[src/rtl/cfgrec_pkg.sv]
package cfgrec_pkg;
    localparam int BYTE_W = 8;
    localparam int ID_W   = 64;
    localparam logic [ID_W-1:0] FACTORY_ID = 64'h0100_0075_1100_0000;

    typedef struct packed {
        logic [BYTE_W-1:0] cnt;
        logic [BYTE_W-1:0] sum;
        logic [BYTE_W-1:0] csum;
        logic [BYTE_W-1:0] len;
        logic              len_seen;
        logic [ID_W-1:0]   id;
        logic              done;
    } acc_t;

    typedef struct packed {
        logic [ID_W-1:0] id;
        logic            ok;
        logic            err;
    } unit_t;
endpackage

[src/rtl/cfgrec_accum.sv]
module cfgrec_accum
    import cfgrec_pkg::*;
#(
    parameter int LEN_POS  = 0,
    parameter int CSUM_POS = 1,
    parameter int ID_POS   = 2
) (
    input  logic              clk,
    input  logic              rst_n,
    input  logic              byte_valid,
    input  logic [BYTE_W-1:0] byte_data,
    input  logic              rec_start,
    input  logic              rec_last,
    output logic              done_o,
    output logic [BYTE_W-1:0] sum_o,
    output logic [BYTE_W-1:0] csum_o,
    output logic [BYTE_W-1:0] len_o,
    output logic [BYTE_W-1:0] cnt_o,
    output logic [ID_W-1:0]   id_o
);
    localparam int NOCT = ID_W / BYTE_W;
    localparam logic [BYTE_W-1:0] LEN_B  = BYTE_W'(LEN_POS);
    localparam logic [BYTE_W-1:0] CSUM_B = BYTE_W'(CSUM_POS);
    localparam logic [BYTE_W-1:0] ID_B   = BYTE_W'(ID_POS);

    acc_t st_d, st_q, base;
    logic [BYTE_W-1:0] idx;

    always_comb begin
        base = rec_start ? '0 : st_q;
        idx  = rec_start ? '0 : st_q.cnt;
        st_d = st_q;
        if (byte_valid) begin
            st_d = base;
            if (idx != CSUM_B && (!base.len_seen || idx < base.len))
                st_d.sum = base.sum + byte_data;
            if (idx == CSUM_B)
                st_d.csum = byte_data;
            if (idx == LEN_B) begin
                st_d.len      = byte_data;
                st_d.len_seen = 1'b1;
            end
            for (int k = 0; k < NOCT; k++) begin
                if (idx == ID_B + BYTE_W'(k))
                    st_d.id[ID_W-1-BYTE_W*k -: BYTE_W] = byte_data;
            end
            st_d.cnt  = (idx == '1) ? idx : idx + 1'b1;
            st_d.done = rec_last;
        end
    end

    always_ff @(posedge clk or negedge rst_n) begin
        if (!rst_n) st_q <= '0;
        else        st_q <= st_d;
    end

    assign done_o = st_q.done;
    assign sum_o  = st_q.sum;
    assign csum_o = st_q.csum;
    assign len_o  = st_q.len;
    assign cnt_o  = st_q.cnt;
    assign id_o   = st_q.id;

    assert_done_follows_last_R6: assert property (@(posedge clk) disable iff (!rst_n)
        (byte_valid && rec_last) |=> done_o);
    assert_start_clears_R6: assert property (@(posedge clk) disable iff (!rst_n)
        (byte_valid && rec_start && !rec_last) |=> !done_o);
    assert_idle_holds_R6: assert property (@(posedge clk) disable iff (!rst_n)
        !byte_valid |=> $stable(done_o));
endmodule

[src/rtl/cfgrec_idcheck.sv]
module cfgrec_idcheck
    import cfgrec_pkg::*;
(
    input  logic [ID_W-1:0] raw_id,
    output logic            is_zero,
    output logic            is_ones,
    output logic            is_factory,
    output logic [ID_W-1:0] fixed_id
);
    logic legacy;

    always_comb begin
        is_zero    = (raw_id == '0);
        is_ones    = (raw_id == '1);
        is_factory = (raw_id == FACTORY_ID);
        legacy     = (raw_id[63:40] == '0);
        fixed_id   = raw_id;
        if (legacy) begin
            fixed_id[55:48] = raw_id[39:32];
            fixed_id[47:40] = raw_id[31:24];
            fixed_id[39:24] = '0;
        end
    end
endmodule

[src/rtl/cfgrec_unitid.sv]
module cfgrec_unitid
    import cfgrec_pkg::*;
#(
    parameter int UNIT_W = 8
) (
    input  logic              clk,
    input  logic              rst_n,
    input  logic [ID_W-1:0]   base_id,
    input  logic [UNIT_W-1:0] base_count,
    input  logic [UNIT_W-1:0] unit_num,
    output logic [ID_W-1:0]   unit_id,
    output logic              unit_ok,
    output logic              unit_err
);
    unit_t u_d, u_q;
    logic [BYTE_W:0]   s7;
    logic [BYTE_W-1:0] o6, o5;
    logic              c6, c5, applies;

    always_comb begin
        applies = (unit_num != '0) && (base_count > UNIT_W'(1)) && (unit_num <= base_count);
        s7 = {1'b0, base_id[7:0]} + (BYTE_W+1)'(unit_num);
        o6 = base_id[15:8] + BYTE_W'(s7[BYTE_W]);
        c6 = s7[BYTE_W] && (base_id[15:8] == '1);
        o5 = base_id[23:16] + BYTE_W'(c6);
        c5 = c6 && (base_id[23:16] == '1);
        u_d = '0;
        if (applies) begin
            if (c5) begin
                u_d.err = 1'b1;
            end else begin
                u_d.ok = 1'b1;
                u_d.id = {base_id[63:24], o5, o6, s7[BYTE_W-1:0]};
            end
        end
    end

    always_ff @(posedge clk or negedge rst_n) begin
        if (!rst_n) u_q <= '0;
        else        u_q <= u_d;
    end

    assign unit_id  = u_q.id;
    assign unit_ok  = u_q.ok;
    assign unit_err = u_q.err;

    assert_err_zeroes_id_R9: assert property (@(posedge clk) disable iff (!rst_n)
        unit_err |-> (unit_id == '0));
    assert_ok_err_exclusive_R9: assert property (@(posedge clk) disable iff (!rst_n)
        $onehot0({unit_ok, unit_err}));
    assert_ok_nonzero_R9: assert property (@(posedge clk) disable iff (!rst_n)
        unit_ok |-> (unit_id != '0));
    assert_zero_unit_idle_R8: assert property (@(posedge clk) disable iff (!rst_n)
        (unit_num == '0) |=> (!unit_ok && !unit_err));
endmodule

[src/rtl/cfgrec_check.sv]
module cfgrec_check
    import cfgrec_pkg::*;
#(
    parameter int LEN_POS  = 0,
    parameter int CSUM_POS = 1,
    parameter int ID_POS   = 2,
    parameter int UNIT_W   = 8
) (
    input  logic              clk,
    input  logic              rst_n,
    input  logic              byte_valid,
    input  logic [7:0]        byte_data,
    input  logic              rec_start,
    input  logic              rec_last,
    input  logic [63:0]       base_id,
    input  logic [UNIT_W-1:0] base_count,
    input  logic [UNIT_W-1:0] unit_num,
    output logic              rec_done,
    output logic              csum_ok,
    output logic              id_valid,
    output logic              id_warn,
    output logic              rec_err,
    output logic [63:0]       id_out,
    output logic [63:0]       unit_id,
    output logic              unit_ok,
    output logic              unit_err
);
    localparam int TOP0    = (LEN_POS > CSUM_POS) ? LEN_POS : CSUM_POS;
    localparam int ID_END  = ID_POS + ID_W / BYTE_W - 1;
    localparam int REC_MIN = ((TOP0 > ID_END) ? TOP0 : ID_END) + 1;
    localparam logic [BYTE_W-1:0] MIN_B = BYTE_W'(REC_MIN);

    logic              done;
    logic [BYTE_W-1:0] sum, stored, len, cnt;
    logic [ID_W-1:0]   raw_id, fixed_id;
    logic              is_zero, is_ones, is_factory;
    logic              short_rec, sum_match;

    cfgrec_accum #(.LEN_POS(LEN_POS), .CSUM_POS(CSUM_POS), .ID_POS(ID_POS)) accum_i (
        .clk(clk), .rst_n(rst_n), .byte_valid(byte_valid), .byte_data(byte_data),
        .rec_start(rec_start), .rec_last(rec_last), .done_o(done), .sum_o(sum),
        .csum_o(stored), .len_o(len), .cnt_o(cnt), .id_o(raw_id)
    );

    cfgrec_idcheck idcheck_i (
        .raw_id(raw_id), .is_zero(is_zero), .is_ones(is_ones),
        .is_factory(is_factory), .fixed_id(fixed_id)
    );

    cfgrec_unitid #(.UNIT_W(UNIT_W)) unitid_i (
        .clk(clk), .rst_n(rst_n), .base_id(base_id), .base_count(base_count),
        .unit_num(unit_num), .unit_id(unit_id), .unit_ok(unit_ok), .unit_err(unit_err)
    );

    always_comb begin
        short_rec = (len < MIN_B) || (cnt < len);
        sum_match = (~sum == stored);
        rec_done  = done;
        rec_err   = done && short_rec;
        csum_ok   = done && !short_rec && sum_match;
        id_valid  = csum_ok && !is_zero && !is_ones;
        id_warn   = csum_ok && is_factory;
        id_out    = id_valid ? fixed_id : '0;
    end

    assert_err_blocks_flags_R7: assert property (@(posedge clk) disable iff (!rst_n)
        rec_err |-> (!csum_ok && !id_valid && !id_warn && id_out == '0));
    assert_valid_id_usable_R3: assert property (@(posedge clk) disable iff (!rst_n)
        id_valid |-> (id_out != '0 && id_out != '1));
    assert_warn_implies_valid_R4: assert property (@(posedge clk) disable iff (!rst_n)
        id_warn |-> id_valid);
    assert_flags_need_done_R6: assert property (@(posedge clk) disable iff (!rst_n)
        !rec_done |-> (!csum_ok && !rec_err && !id_valid));
endmodule

[config.mk]
export PLATFORM = sky130hd
export DESIGN_NAME = cfgrec_check
export DESIGN_NICKNAME = d
export VERILOG_FILES = /design/src/rtl/cfgrec_pkg.sv /design/src/rtl/cfgrec_accum.sv /design/src/rtl/cfgrec_idcheck.sv /design/src/rtl/cfgrec_unitid.sv /design/src/rtl/cfgrec_check.sv
export SDC_FILE = /design/constraint.sdc
export NUM_CORES = 1
export LEC_CHECK = 0
export BUFFER_PORTS_ARGS = -buffer_cell sky130_fd_sc_hd__buf_2
export CELL_PAD_IN_SITES_DETAIL_PLACEMENT = 2
export CELL_PAD_IN_SITES_GLOBAL_PLACEMENT = 2
export CORE_UTILIZATION = 35
export DETAILED_ROUTE_END_ITERATION = 10
export PLACE_DENSITY_LB_ADDON = 0.1
export SYNTH_ARGS = -nofsm -noshare
export SYNTH_HDL_FRONTEND = slang
export SYNTH_HIERARCHICAL = 1
export SYNTH_SLANG_ARGS = --single-unit
[constraint.sdc]
create_clock -name clk -period 4.7 [get_ports clk]
set_clock_uncertainty 0.2 [all_clocks]
set_input_delay 1.175 -clock clk [delete_from_list [all_inputs] [get_ports clk]]
set_output_delay 1.175 -clock clk [all_outputs]
set_load 0.05 [all_outputs]
==> results of run 1 <==
[routing by layer]
layer,wire (µm),track usage [%]
met3,2070,6.55
met5,41,0
met2,15200,35.6
met1,14200,27.8
met4,402,5.20
[cells by family after synthesis]
logic type | Yosys count | synth area share, %
flip-flops | 164 | 40.2
AND/OR/NAND/NOR | 404 | 25.1
adder cells (fa/ha/maj) | 46 | 5.78
buffers and inverters | 233 | 15.1
AO/OA/AOI/OAI | 157 | 10.1
multiplexers | 10 | 1.00
XOR/XNOR | 33 | 2.83
[metrics by stage]
step                      hold WS (ns)  instances  util [%]  total power, W  worst slack (ns)
after floorplan                  0.249       1047         -         0.00296             0.972
after global placement           0.264       1478      36.9         0.00317             0.822
after detailed placement         0.273       1478      36.9         0.00320             0.761
after CTS                        0.288       1509      38.9         0.00465             0.443
after global routing             0.313       1510      38.9         0.00484             0.290
final                            0.291       1511      38.9         0.00460             0.422
[placed cells by master, fill, tap and decap left out, types with 34 or more instances in the layout]
cell type  count
and4_1        63
buf_2        226
dfrtp_1      164
ha_1          44
inv_1         40
nand2_1       34
nand3_1       88
nor2b_1       36
nor3b_1       45
o21ai_1       65
[how the worst min path moves through the flow]
| stage | slack [ns] | from | endpoint |
|---|---|---|---|
| floorplan | 0.25 | accum_i/st_q[65] | accum_i/st_q[65] |
| global placement | 0.26 | accum_i/st_q[65] | accum_i/st_q[65] |
| detailed placement | 0.27 | accum_i/st_q[65] | accum_i/st_q[65] |
| CTS | 0.29 | accum_i/st_q[65] | accum_i/st_q[65] |
| global route | 0.31 | accum_i/st_q[65] | accum_i/st_q[65] |
| finish | 0.29 | accum_i/st_q[65] | accum_i/st_q[65] |
[report_power, final]
part	leakage, nW	switching (W)	total (W)	internal [W]
combinational	3.07	0.000994	0.00144	0.000444
clock	0.275	0.000617	0.00143	0.000812
sequential	2.17	0.000158	0.00173	0.00157
total	5.51	0.00177	0.00460	0.00283
[cells in the mapped netlist (27+ instances only)]
library cell  count
o21ai_1          65
nor2b_1          36
inv_1            40
nand3_1          88
ha_1             44
buf_4           139
nor3_1           27
nand4_1          32
and4_1           63
dfrtp_1         164
nand2_1          36
nor3b_1          45
[flip-flops by register name, indices dropped and copies added (netlist names)]
name	count
unitid_i/unit_err	1
accum_i/csum_o	8
accum_i/st_q	1
accum_i/sum_o	8
unitid_i/unit_id	64
accum_i/done_o	1
accum_i/id_o	64
unitid_i/unit_ok	1
accum_i/cnt_o	8
accum_i/len_o	8
[final cells by class]
cell class                 count  area, µm²  area share (%)
clock inverter                11        126            1.13
timing repair buffer         240       1250            11.2
clock buffer                  20        457            4.09
multi-input combinational    650       4600            41.1
sequential                   164       4100            36.7
inverter                      40        150            1.34
antenna                        2       5.00          0.0448
tap                          384        480            4.30
==> run summary, run 1 <==
Outcome: complete, no violations
Area Growth Syn to Fin: 9.37%
Worst setup path startpoint: accum_i/id_o[0]
Io pins: 228
Die H: 173 µm
Worst slew pin tran: 0.782 ns
Initial antenna violation count: 5
Cell taking the most area after synthesis: dfrtp_1
Vias: 8060
Delay-heaviest family, CP: simple AND/OR/NAND/NOR gates
LEAKAGE: 5.51 nW
H-tree levels: 4
Worst setup EP type: output pin
Post-cts resize count: 0
RSZ-0062 raised after global routing: false
Share of the synthesized area in the top cell type: 40.2%
Worst Path Buf+Inv: 2
Post-synth cell types: 65
Overflow after GRT: 0
CTS Sinks: 164
Worst-Skew Late Latency: 0.43 ns
TritonCTS clock tree: done
Max clock buf depth: 2
CTS buffer count: 17
Final hold vios: 0
Syn nets: 1186
Crit-path cells: nor4_1, nand4_1, nor3_1, and4_1, nor2_2, buf_4, and4_2, buf_2
CP Capture Point: id_out[63]
Mapped Cells: 1047
Max Cap Viol: 0
Vias in the first global route: 8650
Slew HR: 47.9%
Drt total wl: 31800 µm
Placed inst area: 10600 µm²
Worst Path Arrival: 2.90 ns
Worst-path fanout max: 63
Initial Utilization: 35.6%
Critical path required time: 3.32 ns
Avg Synthesized Cell Area: 9.76 µm²
Drt wl/cell: 21.1 µm
Crit path depth: 8
R2r setup slk: 1.97 ns
Main area contributors after synthesis: dfrtp_1 (40%), buf_4 (10%), and4_1 (5.4%)
Min-delay worst type: reg -> reg
Post-synth EDFFs: 0
FF-to-FF path depth: 4
Seq cells post-synth: 164
Cells on Worst Hold Path: 1
Clk slew on worst S/H paths: 0.07 ns
Root buffer cell: clkbuf_16
# fillers: 3182
Design Area, Final: 11200 µm²
Synthesis Warnings: 6
Dpl hpwl: 23100 µm
Synth Cell Area: 10200 µm²
Drt initial violations: 319
Layout cells sized above 1: 26.5%
Vias per cell: 5.33
FFs w/ async S/R, synth: 100%
Total negative slack for setup checks: 0 ns
Worst IR drop on VDD: 0.187 mV
Final ANT Viol Nets: 0
Final worst path period share: 91.0%
Fin nets: 1252
First drt pass iteration count: 4
Reg2Reg Launch Point: accum_i/cnt_o[4]
Largest net degree at the start of global routing: 78
Port bufs: 227
Hold buffers post-CTS: 0
Type of the worst setup path: reg -> out
Setup crit start kind: flop
Site Rows: 62
Final setup viols: 0
CORE AREA: 28700 µm²
Tmin final: 4.28 ns
PD cells: 412 nW/µm²
Sequential share of the synthesized area: 40.2%
F_max: 234 MHz
Slowest-stage cell, CP: dfrtp_1
Prevailing post-synth register cell: dfrtp_1
Post-CTS setup buffer count: 0
Reg2reg end: accum_i/id_o[50]
Global-route wire length before repair: 50500 µm
Crit path largest cell delay: 0.44 ns
Pins Over Slew Limit: 0
GR Util All Layers: 21.6%
DRC Markers: 0
GPL Wtd Cong: 0.780
Die width: 173 µm
DIE AREA: 29900 µm²
No activity file was read; power rests on OpenSTA's default activity.
==> inputs of run 2 (changes only) <==
--- a/config.mk
+++ b/config.mk
@@ -9,8 +9,11 @@
 export CELL_PAD_IN_SITES_DETAIL_PLACEMENT = 2
 export CELL_PAD_IN_SITES_GLOBAL_PLACEMENT = 2
 export CORE_UTILIZATION = 35
+export CTS_CLUSTER_SIZE = 16
 export DETAILED_ROUTE_END_ITERATION = 10
+export HOLD_SLACK_MARGIN = 0.02
 export PLACE_DENSITY_LB_ADDON = 0.1
+export REMOVE_ABC_BUFFERS = 1
 export SYNTH_ARGS = -nofsm -noshare
 export SYNTH_HDL_FRONTEND = slang
 export SYNTH_HIERARCHICAL = 1
==> run 2 against run 1 <==
Global-route usage is 0.22 points higher. Combinational power is 7% higher. Sequential cell count stayed put. Utilization is 0.29 points higher. Worst setup slack worse by 0.15 ns. Cell count is 0.13% higher. Routed wire length is 0.48% higher. Critical path type unchanged. Clock power is 3% higher. Clock-buffer cell count is 3 lower. First-iteration DRC count is 7.2% lower. Non-clock buffer count is 3 higher.
==> run summary, run 2 (synthesis gave the netlist of run 1 again) <==
Outcome: complete, no violations
Die H: 173 µm (unchanged)
Vias per cell: 5.35 (+0.26%)
Logic pwr share: 32.5% (+1.2 points)
Switching share of power: 41.1% (+2.7 points)
# fillers: 3194 (+0.38%)
Cell mode on critical path: and4_1
Largest net degree at the start of global routing: 87 (+12%)
GR Util All Layers: 21.9% (+0.22 points)
Clk pwr share: 31.2% (about the same)
CTS buffer count: 17 (unchanged)
Design Area, Final: 11300 µm² (+0.75%)
Area Growth Syn to Fin: 10.2%
Root buffer cell: clkbuf_16
Met1 Track Usage GR: 27.5% (-0.25 points)
Slowest-stage cell, CP: nor3_1
Final worst path period share: 94.2% (+3.2 points)
Layout cells sized above 1: 26.8% (+0.35 points)
CTS Sinks: 164 (unchanged)
Drt initial violations: 296 (-7.2%)
Post-placement cell count: 1481 (+0.20%)
Io pins: 228 (unchanged)
TritonCTS clock tree: done
Vias in the first global route: 8887 (+2.7%)
Max Cap Viol: 0 (unchanged)
Cells on Worst Hold Path: 1 (unchanged)
Post-CTS setup buffer count: 0 (unchanged)
Placed inst area: 10600 µm² (+0.38%)
LEAKAGE: 5.56 nW (+0.90%)
Flop pwr share: 36.3% (-1.4 points)
Site Rows: 62 (unchanged)
Final core occ: 39.2% (+0.29 points)
Type of the worst setup path: reg -> out
Final ANT Viol Nets: 0 (unchanged)
Dpl hpwl: 22700 µm (-1.6%)
Fin nets: 1255 (+0.24%)
Worst setup EP type: output pin
Die width: 173 µm (unchanged)
Min-delay worst type: reg -> reg
DRC Markers: 0 (unchanged)
DIE AREA: 29900 µm² (unchanged)
Total negative slack for setup checks: 0 ns (unchanged)
Area of the multi-input gates: 4600 µm² (+0.11%)
Overflow after GRT: 0 (unchanged)
Global-route wire length before repair: 51700 µm (+2.3%)
GPL Wtd Cong: 0.755 (-3.2%)
Critical path required time: 3.32 ns (about the same)
ANT cells: 0 (-2)
Seq. cell area: 4100 µm² (unchanged)
Worst-Skew Late Latency: 0.43 ns (about the same)
Clk slew on worst S/H paths: 0.07 ns (about the same)
NetSw: 0.00194 W (+9.9%)
Final hold vios: 0 (unchanged)
Commonest non-fill, non-tap cell in the layout: buf_2
First drt pass iteration count: 6 (+2)
Final setup viols: 0 (unchanged)
Initial antenna violation count: 1 (-4)
Worst-path fanout max: 37 (-41%)
PD cells: 420 nW/µm² (+2.0%)
Met2 usage: 37.1% (+1.5 points)
FF-to-FF path depth: 4 (unchanged)
H-tree levels: 4 (unchanged)
F_max: 226 MHz (-3.4%)
Pint: 0.00278 W (-1.6%)
Drt wl/cell: 21.1 µm (+0.35%)
Commonest cells after routing, fill and taps aside: buf_2 (226), dfrtp_1 (164), nand3_1 (88)
Hold buffers post-CTS: 0 (unchanged)
Non-Filler Instances: 1513 (+0.13%)
Post-cts resize count: 0 (unchanged)
Worst Path Arrival: 3.05 ns (+0.15 ns)
Most Crowded Layer GR: met2
Worst IR drop on VDD: 0.279 mV (+49%)
Vias: 8092 (+0.40%)
Worst slew pin tran: 0.925 ns (+0.143 ns)
Max clock buf depth: 2 (unchanged)
WHS: 0.323 ns (+0.0325 ns)
Crit-path cells: nor4_1, nand4_1, nor3_1, and4_1, nor2_4, buf_12, and4_1, buf_2
Setup crit start kind: flop
Slew HR: 38.3% (-9.5 points)
Pins Over Slew Limit: 0 (unchanged)
Initial Utilization: 35.6% (unchanged)
RSZ-0062 raised after global routing: false
Drt total wl: 32000 µm (+0.48%)
Crit path largest cell delay: 0.44 ns (about the same)
GR Util met3: 7.10% (+0.55 points)
Tmin final: 4.43 ns (+0.148 ns)
CORE AREA: 28700 µm² (unchanged)
Port bufs: 227 (unchanged)
## run 2: power groups by stage
stage	registers [W]	logic (W)	clock network, W
2_1_floorplan	0.00192	0.000747	0
3_3_place_gp	0.00173	0.00148	0
3_5_place_dp	0.00174	0.00153	0
4_1_cts	0.00172	0.00155	0.00152
5_1_grt	0.00174	0.00168	0.00157
6_report	0.00172	0.00154	0.00147
## run 2: metrics by stage
stage	setup slack (ns)	total power (W)
final	0.274	0.00473
after global routing	0.160	0.00499
after CTS	0.278	0.00479
after detailed placement	0.722	0.00328
after global placement	0.758	0.00322
after floorplan	-0.0566	0.00267
## run 2: final timing paths
path / startpoint / end / slack (ns)
max reg2reg: accum_i/cnt_o[4] / accum_i/csum_o[5] / 1.94
max in group asynchronous: rst_n / accum_i/id_o[37] / 2.77
max: accum_i/id_o[0] / id_out[59] / 0.27
min reg2reg: accum_i/st_q[65] / accum_i/st_q[65] / 0.32
min in group asynchronous: rst_n / unitid_i/unit_id[27] / 0.58
min: accum_i/st_q[65] / accum_i/st_q[65] / 0.32
## run 2: layer usage
| layer | part of all wire [%] | vias to the layer above | routed length [µm] |
|---|---|---|---|
| met5 | 0.053 | - | 17 |
| met3 | 6.7 | 12 | 2150 |
| met1 | 44 | 4118 | 14200 |
| met2 | 48 | 174 | 15500 |
| li1 | - | 3786 | - |
| met4 | 0.40 | 2 | 127 |
## run 2: final cells by class
cell class                 count  share of cell area [%]
multi-input combinational    650                    40.9
sequential                   164                    36.5
timing repair buffer         243                    11.4
tap                          384                    4.27
clock buffer                  17                    3.78
clock inverter                15                    1.83
inverter                      40                    1.33
## run 2: critical path: cells and delay by family, from the launching register on
| family | cells | cell delay (ns) |
|---|---|---|
| buffers and inverters | 2 | 0.43 |
| flip-flops | 1 | 0.43 |
| AND/OR/NAND/NOR | 6 | 1.74 |
